$ cat src/rtl/cap_cmp_timer.sv
module cap_cmp_timer #(
  parameter int CW   = 16,
  parameter int KMAX = 8
) (
  input  logic          clk,
  input  logic          rst_n,
  input  logic          wr_en,
  input  logic [2:0]    wr_addr,
  input  logic [CW-1:0] wr_data,
  input  logic [2:0]    rd_addr,
  output logic [CW-1:0] rd_data,
  input  logic          cap1_in,
  input  logic          cap2_in,
  output logic          cmp_out,
  output logic          irq
);
  localparam int PW = (KMAX > 0) ? KMAX : 1;

  logic [CW-1:0] cnt, r1, r2, cap1;
  logic [11:0]   ctrl;
  logic [5:0]    flags;
  logic [PW-1:0] pre;
  logic [2:0]    s1, s2;
  logic          hit_q;

  logic [3:0]  k;
  logic [PW:0] mask_w;
  logic        tick, e1, e2, hit, cmp_evt, wrap;
  logic [5:0]  fset, fclr;

  assign k       = (ctrl[3:0] > 4'(KMAX)) ? 4'(KMAX) : ctrl[3:0];
  assign mask_w  = ((PW+1)'(1) << k) - (PW+1)'(1);
  assign tick    = (pre & mask_w[PW-1:0]) == mask_w[PW-1:0];
  assign wrap    = tick && (cnt == {CW{1'b1}});
  assign e1      = ctrl[4] ? (s1[1] & ~s1[2]) : (~s1[1] & s1[2]);
  assign e2      = ctrl[5] ? (s2[1] & ~s2[2]) : (~s2[1] & s2[2]);
  assign hit     = (cnt == r1);
  assign cmp_evt = hit & ~hit_q;
  assign fset    = {e2 & flags[1], e1 & flags[0], wrap, cmp_evt, e2, e1};
  assign fclr    = (wr_en && wr_addr == 3'd5) ? wr_data[5:0] : 6'd0;
  assign irq     = |(flags[3:0] & ctrl[11:8]);

  always_ff @(posedge clk) begin
    if (!rst_n) begin
      cnt <= '0; r1 <= '0; r2 <= '0; cap1 <= '0; ctrl <= '0;
      flags <= '0; pre <= '0; s1 <= '0; s2 <= '0;
      hit_q <= 1'b1; cmp_out <= 1'b0;
    end else begin
      pre   <= pre + 1'b1;
      s1    <= {s1[1:0], cap1_in};
      s2    <= {s2[1:0], cap2_in};
      hit_q <= hit;
      if (tick) cnt <= cnt + 1'b1;
      if (cmp_evt) cmp_out <= ~cmp_out;
      if (e1) cap1 <= cnt;
      if (wr_en && wr_addr == 3'd0) ctrl <= wr_data[11:0];
      if (wr_en && wr_addr == 3'd1) r1 <= wr_data;
      if (e2) r2 <= cnt;
      else if (wr_en && wr_addr == 3'd2) r2 <= wr_data;
      flags <= fset | (flags & ~fclr);
    end
  end

  always_comb begin
    case (rd_addr)
      3'd0:    rd_data = CW'(ctrl);
      3'd1:    rd_data = r1;
      3'd2:    rd_data = r2;
      3'd3:    rd_data = cap1;
      3'd4:    rd_data = cnt;
      3'd5:    rd_data = CW'(flags);
      default: rd_data = '0;
    endcase
  end

  a_r2_hold_between_ticks: assert property (@(posedge clk) disable iff (!rst_n)
    !tick |=> $stable(cnt));
  a_r2_step_on_tick: assert property (@(posedge clk) disable iff (!rst_n)
    (tick && !wrap) |=> cnt == $past(cnt) + 1'b1);
  a_r3_wrap_flag: assert property (@(posedge clk) disable iff (!rst_n)
    wrap |=> flags[3] && cnt == '0);
  a_r4_cap1_value: assert property (@(posedge clk) disable iff (!rst_n)
    e1 |=> cap1 == $past(cnt) && flags[0]);
  a_r5_cap2_value: assert property (@(posedge clk) disable iff (!rst_n)
    e2 |=> r2 == $past(cnt) && flags[1]);
  a_r7_toggle: assert property (@(posedge clk) disable iff (!rst_n)
    cmp_evt |=> cmp_out != $past(cmp_out) && flags[2]);
  a_r7_quiet: assert property (@(posedge clk) disable iff (!rst_n)
    !cmp_evt |=> $stable(cmp_out));
  a_r9_overrun1: assert property (@(posedge clk) disable iff (!rst_n)
    (e1 && flags[0]) |=> flags[4]);
  a_r10_no_flag_no_irq: assert property (@(posedge clk) disable iff (!rst_n)
    (flags[3:0] == 4'd0) |-> !irq);
endmodule

$ cat config.mk
export PLATFORM = sky130hd
export DESIGN_NAME = cap_cmp_timer
export DESIGN_NICKNAME = d
export VERILOG_FILES = /design/src/rtl/cap_cmp_timer.sv
export SDC_FILE = /design/constraint.sdc
export NUM_CORES = 1
export LEC_CHECK = 0
export CORE_ASPECT_RATIO = 1.1
export CORE_MARGIN = 2
export CORE_UTILIZATION = 40
export CTS_CLUSTER_SIZE = 10
export DETAILED_ROUTE_END_ITERATION = 8
export DONT_BUFFER_PORTS = 1
export PLACE_DENSITY = 0.63
export REMOVE_ABC_BUFFERS = 1
export SLEW_MARGIN = 40
export SYNTH_ARGS = -nofsm -noshare
export SYNTH_HDL_FRONTEND = slang
export SYNTH_SLANG_ARGS = --single-unit
$ cat constraint.sdc
create_clock -name clk -period 3.7 [get_ports clk]
set_input_delay 1.11 -clock clk [delete_from_list [all_inputs] [get_ports clk]]
set_output_delay 1.11 -clock clk [all_outputs]
set_load 0.005 [all_outputs]
==> results.cfg, run 1 <==
[run_status]
status = finished, final reports clean

[pwr]
intPower_w = 0.00176
vdd_drop_max_uv = 185
power_frac_comb_pct = 9.1
p_clk_share_pct = 42.4
swShare_pct = 24.5
share_seq_of_total_power_pct = 48.6
powerDensity_mw_per_mm2 = 439
power.switching_w = 0.000571
p_leak_nw = 2.06

[grt]
grt_max_degree = 57
antenna_found_initial = 0
grt_pass1_vias = 3969
grt_pass1_wl_um = 21000
grtUsageTotal_pct = 20.8
grt_overflow_total = 0

[clock_network]
insertion_delay_ps = 350
ctsLongestPathBuffers = 2
cts_root_buf = clkbuf_16
clock-sinks = 98
clk_pin_slew_worst_paths_ps = 70
cts_setup_buffers = 0
numCtsBuffers = 9
cts.repair.resized = 0
postCtsHoldBufs = 0
htreeDepth = 3
cts_tree = built

[drt]
via_count = 4157
routed_wl_um = 13200
drtIter0Drc = 320
drc = 0
drt_first_pass_iters = 7
drtAntennaViolNets = 0
wl_per_cell_um = 18.7
vias_per_cell = 5.87

[synth]
synthArstFlopShare_pct = 0
synth_area_leader_cell = dfxtp_1
yosysWarnings = 0
synth_edf_count = 0
yosysUniqueCellTypes = 47
syn_area_mm2 = 0.00490
syn_area_per_cell_um2 = 8.40
synth_top_area_share_pct = 40.1
ys.flop_type = dfxtp_1
syn_inst = 583
ys_ff_latch = 98
synth_area_leaders = dfxtp_1, mux2i_1, a21oi_1, nand2_1, nor2_1
yosysSeqAreaShare_pct = 40.1

[job]
drv.max_cap_violation_count = 0

[layout]
drive_gt1_share_pct = 6.86
insertedDiodeCount = 0
syn2layout_area_growth_pct = 8.18
finalNonFillerCells = 708
fin_area_mm2 = 0.00530
fillers = 1169
layout.nets = 579

[floorplanning]
die_x_um = 109
core_area_mm2 = 0.0120
die_y_um = 120
initial_utilization_pct = 40.9
num_rows = 42
ios = 45
die-area_mm2 = 0.0131

[timing]
tns_ps = 0
max_slew.worst_pin.slew_ps = 763
setup_violations = 0
max-slew-margin-rel_pct = 49.1
finClkSkew_ps = 6.45
finalHoldViolCount = 0
fmax_mhz = 315
finalCriticalPeriod_ps = 3180
drv_slew = 0
grt_setup_unrepaired = false
post-route-period-util_pct = 85.9

[setup_path]
critPathKind = input pin to output port
critPathLaunchType = input pin
cp.arrival_ps = 2070
reg2reg_setup_slack_ps = 1050
critPathRequiredTime_ps = 2590
crit_fanout = 28
endpoint_kind = output port

[placement]
port_buffers = 0
gp_congestion = 0.889
place_hpwl_um = 8910
place_area_mm2 = 0.00497
dp_cells = 691

[min_path]
holdCritPathClass = flop to flop
state kept, by name (all words and copies together), names as in the netlist:
register and cells:
cap1 16, cmp_out 1, cnt 16, ctrl 12
flags 6, hit_q 1, pre 8, r1 16
r2 16, s1 3, s2 3
cell usage after synthesis, drive strengths merged, types with 2 or more instances:
cell type and number:
nor3 3, xnor2 3, nor3b 4, nor2b 9, nor4 4, a211oi 16
clkbuf 36, mux2 3, or3 6, and2 7, o21ai 5, nand3 12
mux2i 54, dfxtp 98, o31ai 14, a21oi 59, mux4 2, nand2 78
nand2b 5, a221oi 2, o21bai 2, nand4 7, xor2 18, ha 3
o22ai 13, and4 2, or4 12, nor2 56, o221ai 3, buf 16
a22oi 11, inv 8, and3 3
power groups by stage:
| stage | Sequential (W) | Clock, W | Combinational [W] |
|---|---|---|---|
| after global routing | 0.00113 | 0.00104 | 0.000231 |
| after detailed placement | 0.00115 | 0 | 0.000208 |
| after CTS | 0.00113 | 0.000992 | 0.000210 |
| after floorplan | 0.00114 | 0 | 0.000153 |
| final | 0.00113 | 0.000985 | 0.000211 |
| after global placement | 0.00115 | 0 | 0.000198 |
per-layer routing:
layer  vias to the layer above  GRT usage (%)  wire, um
met1                      2026           25.7      5530
met3                        21           3.04       704
met5                         -              0         0
li1                       1995              -         -
met2                       115           35.1      6690
met4                         0           9.41       314
final timing paths:
path,startpoint,depth (start not counted),to
setup reg to reg,ctrl[2]$_SDFFE_PN0P_,8,cnt[11]$_SDFFE_PN0N_
hold reg to reg,s1[0]$_SDFF_PN0_,1,s1[1]$_SDFF_PN0_
hold / removal,s1[0]$_SDFF_PN0_,1,s1[1]$_SDFF_PN0_
setup / recovery,rd_addr[1],3,rd_data[4]
worst max-delay path, stage by stage:
cell	delay [ps]
nor2b_1	560
a221oi_1	200
o32ai_1	200
cell type report:
| type | count | area (um^2) | share of cell area, % |
|---|---|---|---|
| clock buffer | 13 | 270 | 5.10 |
| clock inverter | 3 | 46.3 | 0.874 |
| inverter | 8 | 30.0 | 0.567 |
| multi-input combinational | 425 | 2730 | 51.5 |
| sequential | 98 | 1960 | 37.0 |
| tap | 154 | 193 | 3.64 |
| timing repair buffer | 7 | 68.8 | 1.30 |
stage by stage:
step	utilization, %	setup WS [ps]	hold slack [ps]	total power (W)
CTS	44.1	547	441	0.00233
global placement	41.4	576	414	0.00135
floorplan	-	201	412	0.00129
detailed placement	41.5	564	421	0.00136
global route	44.2	467	465	0.00240
finish	44.2	521	436	0.00233
placed cells by master (no fill, tap or decap), types with 2 or more instances in the layout:
cell type  instances
or4_1             12
mux2i_1           54
xnor2_1            3
and4_1             2
nor4_1             4
nand4_1            7
nand3_1           11
inv_1              7
a221oi_1           2
o21ai_0            5
clkbuf_8           3
and3_1             3
o31ai_1           13
a21oi_1           57
nand2_1           78
and2_1             7
mux2_2             3
nor3b_1            3
nor3_1             2
buf_4              5
a22oi_1           11
o22ai_1           13
nor2_1            56
a21oi_2            2
nand2b_1           5
dfxtp_1           98
or3_1              6
xor2_1            18
ha_1               3
nor2b_1            9
o21bai_1           2
clkbuf_16          9
mux4_2             2
a211oi_1          16
o221ai_1           2
cell families after synthesis:
logic type / share of synthesized area (%)
simple gates: 20.6
compound gates: 17.1
flops: 40.1
buf+inv: 5.11
mux: 12.7
xor+xnor: 3.76
fa+ha+maj: 0.767
(Power assumes the default switching activity.)
==> inputs of run 2 (changes only) <==
Clock period 3.7 ns to 3.2 ns, I/O delays scaled along.
==> run 2 against run 1 <==
Effect of this change: wire length fell by 0.42%; die area unchanged; final cell count is 0.42% higher; sequential power increased by 16%; register-to-register slack worse by 490 ps; setup slack got worse by 110 ps; total power grew 10%; critical path type unchanged; largest cell class unchanged; highest routed layer is now met5.
==> results.cfg, run 2 (synthesis gave the netlist of run 1 again) <==
[run_status]
status = finished, final reports clean

[drt]
drtAntennaViolNets = 0
routed_wl_um = 13200
drc = 0
via_count = 4220
drt_first_pass_iters = 5
drtIter0Drc = 255
wl_per_cell_um = 18.5
vias_per_cell = 5.94

[layout]
fin_area_mm2 = 0.00526
layout.nets = 582
area.sequential_mm2 = 0.00196
final_common_cell = dfxtp_1
multi_input_area_mm2 = 0.00273
fillers = 1163
final_cell_mix = dfxtp_1, nand2_1, a21oi_1
syn2layout_area_growth_pct = 7.39
insertedDiodeCount = 0
drive_gt1_share_pct = 7.36

[setup_path]
critPathSlowestCell = nor2b_1
cp_top_family = simple AND/OR/NAND/NOR gates
endpoint_kind = output port
cp.arrival_ps = 1830
max_stage_delay_ps = 370
critPathLaunchType = input pin
path_buf_inv = 1
critPathRequiredTime_ps = 2240
critPathKind = input pin to output port
crit_fanout = 28
crit_chain = nor2b_1 > buf_4 > a22oi_1 > o22ai_1

[pwr]
intPower_w = 0.00190
power_frac_comb_pct = 9.4
share_seq_of_total_power_pct = 51.0
vdd_drop_max_uv = 229
p_leak_nw = 2.05
p_clk_share_pct = 39.6
swShare_pct = 25.7
power_w = 0.00256
power.switching_w = 0.000658
powerDensity_mw_per_mm2 = 487

[timing]
finalHoldViolCount = 0
finClkSkew_ps = 7.56
finalCriticalPeriod_ps = 2790
post-route-period-util_pct = 87.3
hold_ws_ps = 435
fmax_mhz = 358
drv_slew = 0
setup_violations = 0
max-slew-margin-rel_pct = 49.6
timing.final.ws_setup_ps = 407
tns_ps = 0
max_slew.worst_pin.slew_ps = 756
grt_setup_unrepaired = false

[clock_network]
insertion_delay_ps = 340
numCtsBuffers = 9
cts_root_buf = clkbuf_16
cts_setup_buffers = 0
ctsLongestPathBuffers = 2
cts.repair.resized = 0
clk_pin_slew_worst_paths_ps = 70
clock-sinks = 98
postCtsHoldBufs = 0
cts_tree = built
htreeDepth = 3

[placement]
post-place-ws_ps = 415
place_hpwl_um = 8890
port_buffers = 0
place_area_mm2 = 0.00499
gp_congestion = 0.859

[floorplanning]
ios = 45
initial_utilization_pct = 40.9
die_x_um = 109
num_rows = 42
core_area_mm2 = 0.0120
die-area_mm2 = 0.0131
die_y_um = 120

[grt]
grt_pass1_vias = 4155
grt_max_degree = 41
grt_pass1_wl_um = 21500
grtUsageTotal_pct = 20.8
antenna_found_initial = 1
grt_overflow_total = 0

[job]
drv.max_cap_violation_count = 0

[min_path]
holdCritPathClass = flop to flop
## run 2: changes by cell type in the layout (fill, tap and decap cells not counted), sizes merged
| cell | before | now |
|---|---|---|
| inv | 8 | 9 |
| clkbuf | 13 | 11 |
| bufinv | 1 | 0 |
| buf | 7 | 10 |
| clkinvlp | 1 | 0 |
| clkinv | 1 | 4 |
## run 2: worst reg2reg max path, delay by kind of cell (launching register included)
| family | cells | cell delay, ps |
|---|---|---|
| AND/OR/NAND/NOR | 4 | 1090 |
| AO/OA/AOI/OAI | 3 | 790 |
| flip-flops | 1 | 420 |
| adder cells (fa/ha/maj) | 1 | 280 |
## run 2: path summary, 6_finish.rpt
path	startpoint	endpoint	slack [ps]	depth (start not counted)
worst min-delay path	s1[0]$_SDFF_PN0_	s1[1]$_SDFF_PN0_	430	1
worst min register to register	s1[0]$_SDFF_PN0_	s1[1]$_SDFF_PN0_	430	1
worst max-delay path	rd_addr[1]	rd_data[15]	410	4
worst max register to register	ctrl[2]$_SDFFE_PN0P_	cnt[14]$_SDFFE_PN0N_	560	8
## run 2: final cells by class
type | instances | area share, %
inverters | 8 | 0.571
clock buffers | 11 | 4.62
repair buffers | 10 | 1.43
flip-flops and latches | 98 | 37.3
clock inverters | 5 | 0.547
well taps | 154 | 3.66
multi-input cells | 425 | 51.9
## run 2: power groups by stage
| stage | registers (W) | clock network, W | logic (W) |
|---|---|---|---|
| 3_5_place_dp | 0.00133 | 0 | 0.000239 |
| 4_1_cts | 0.00131 | 0.00103 | 0.000240 |
| 2_1_floorplan | 0.00132 | 0 | 0.000177 |
| 6_report | 0.00131 | 0.00101 | 0.000240 |
| 5_1_grt | 0.00131 | 0.00109 | 0.000268 |
| 3_3_place_gp | 0.00133 | 0 | 0.000227 |
## run 2: metrics by stage
step	util, %	cells
final	43.9	711
after global routing	43.9	711
after CTS	43.9	711
after detailed placement	41.6	695
after global placement	41.5	695
after floorplan	-	531
## run 2: routing by layer
layer	GRT usage (%)	wire (um)	part of all wire (%)
met5	0	13	0.099
met4	6.88	213	1.6
met3	4.13	835	6.3
met2	34.6	6640	50
met1	26.8	5480	42
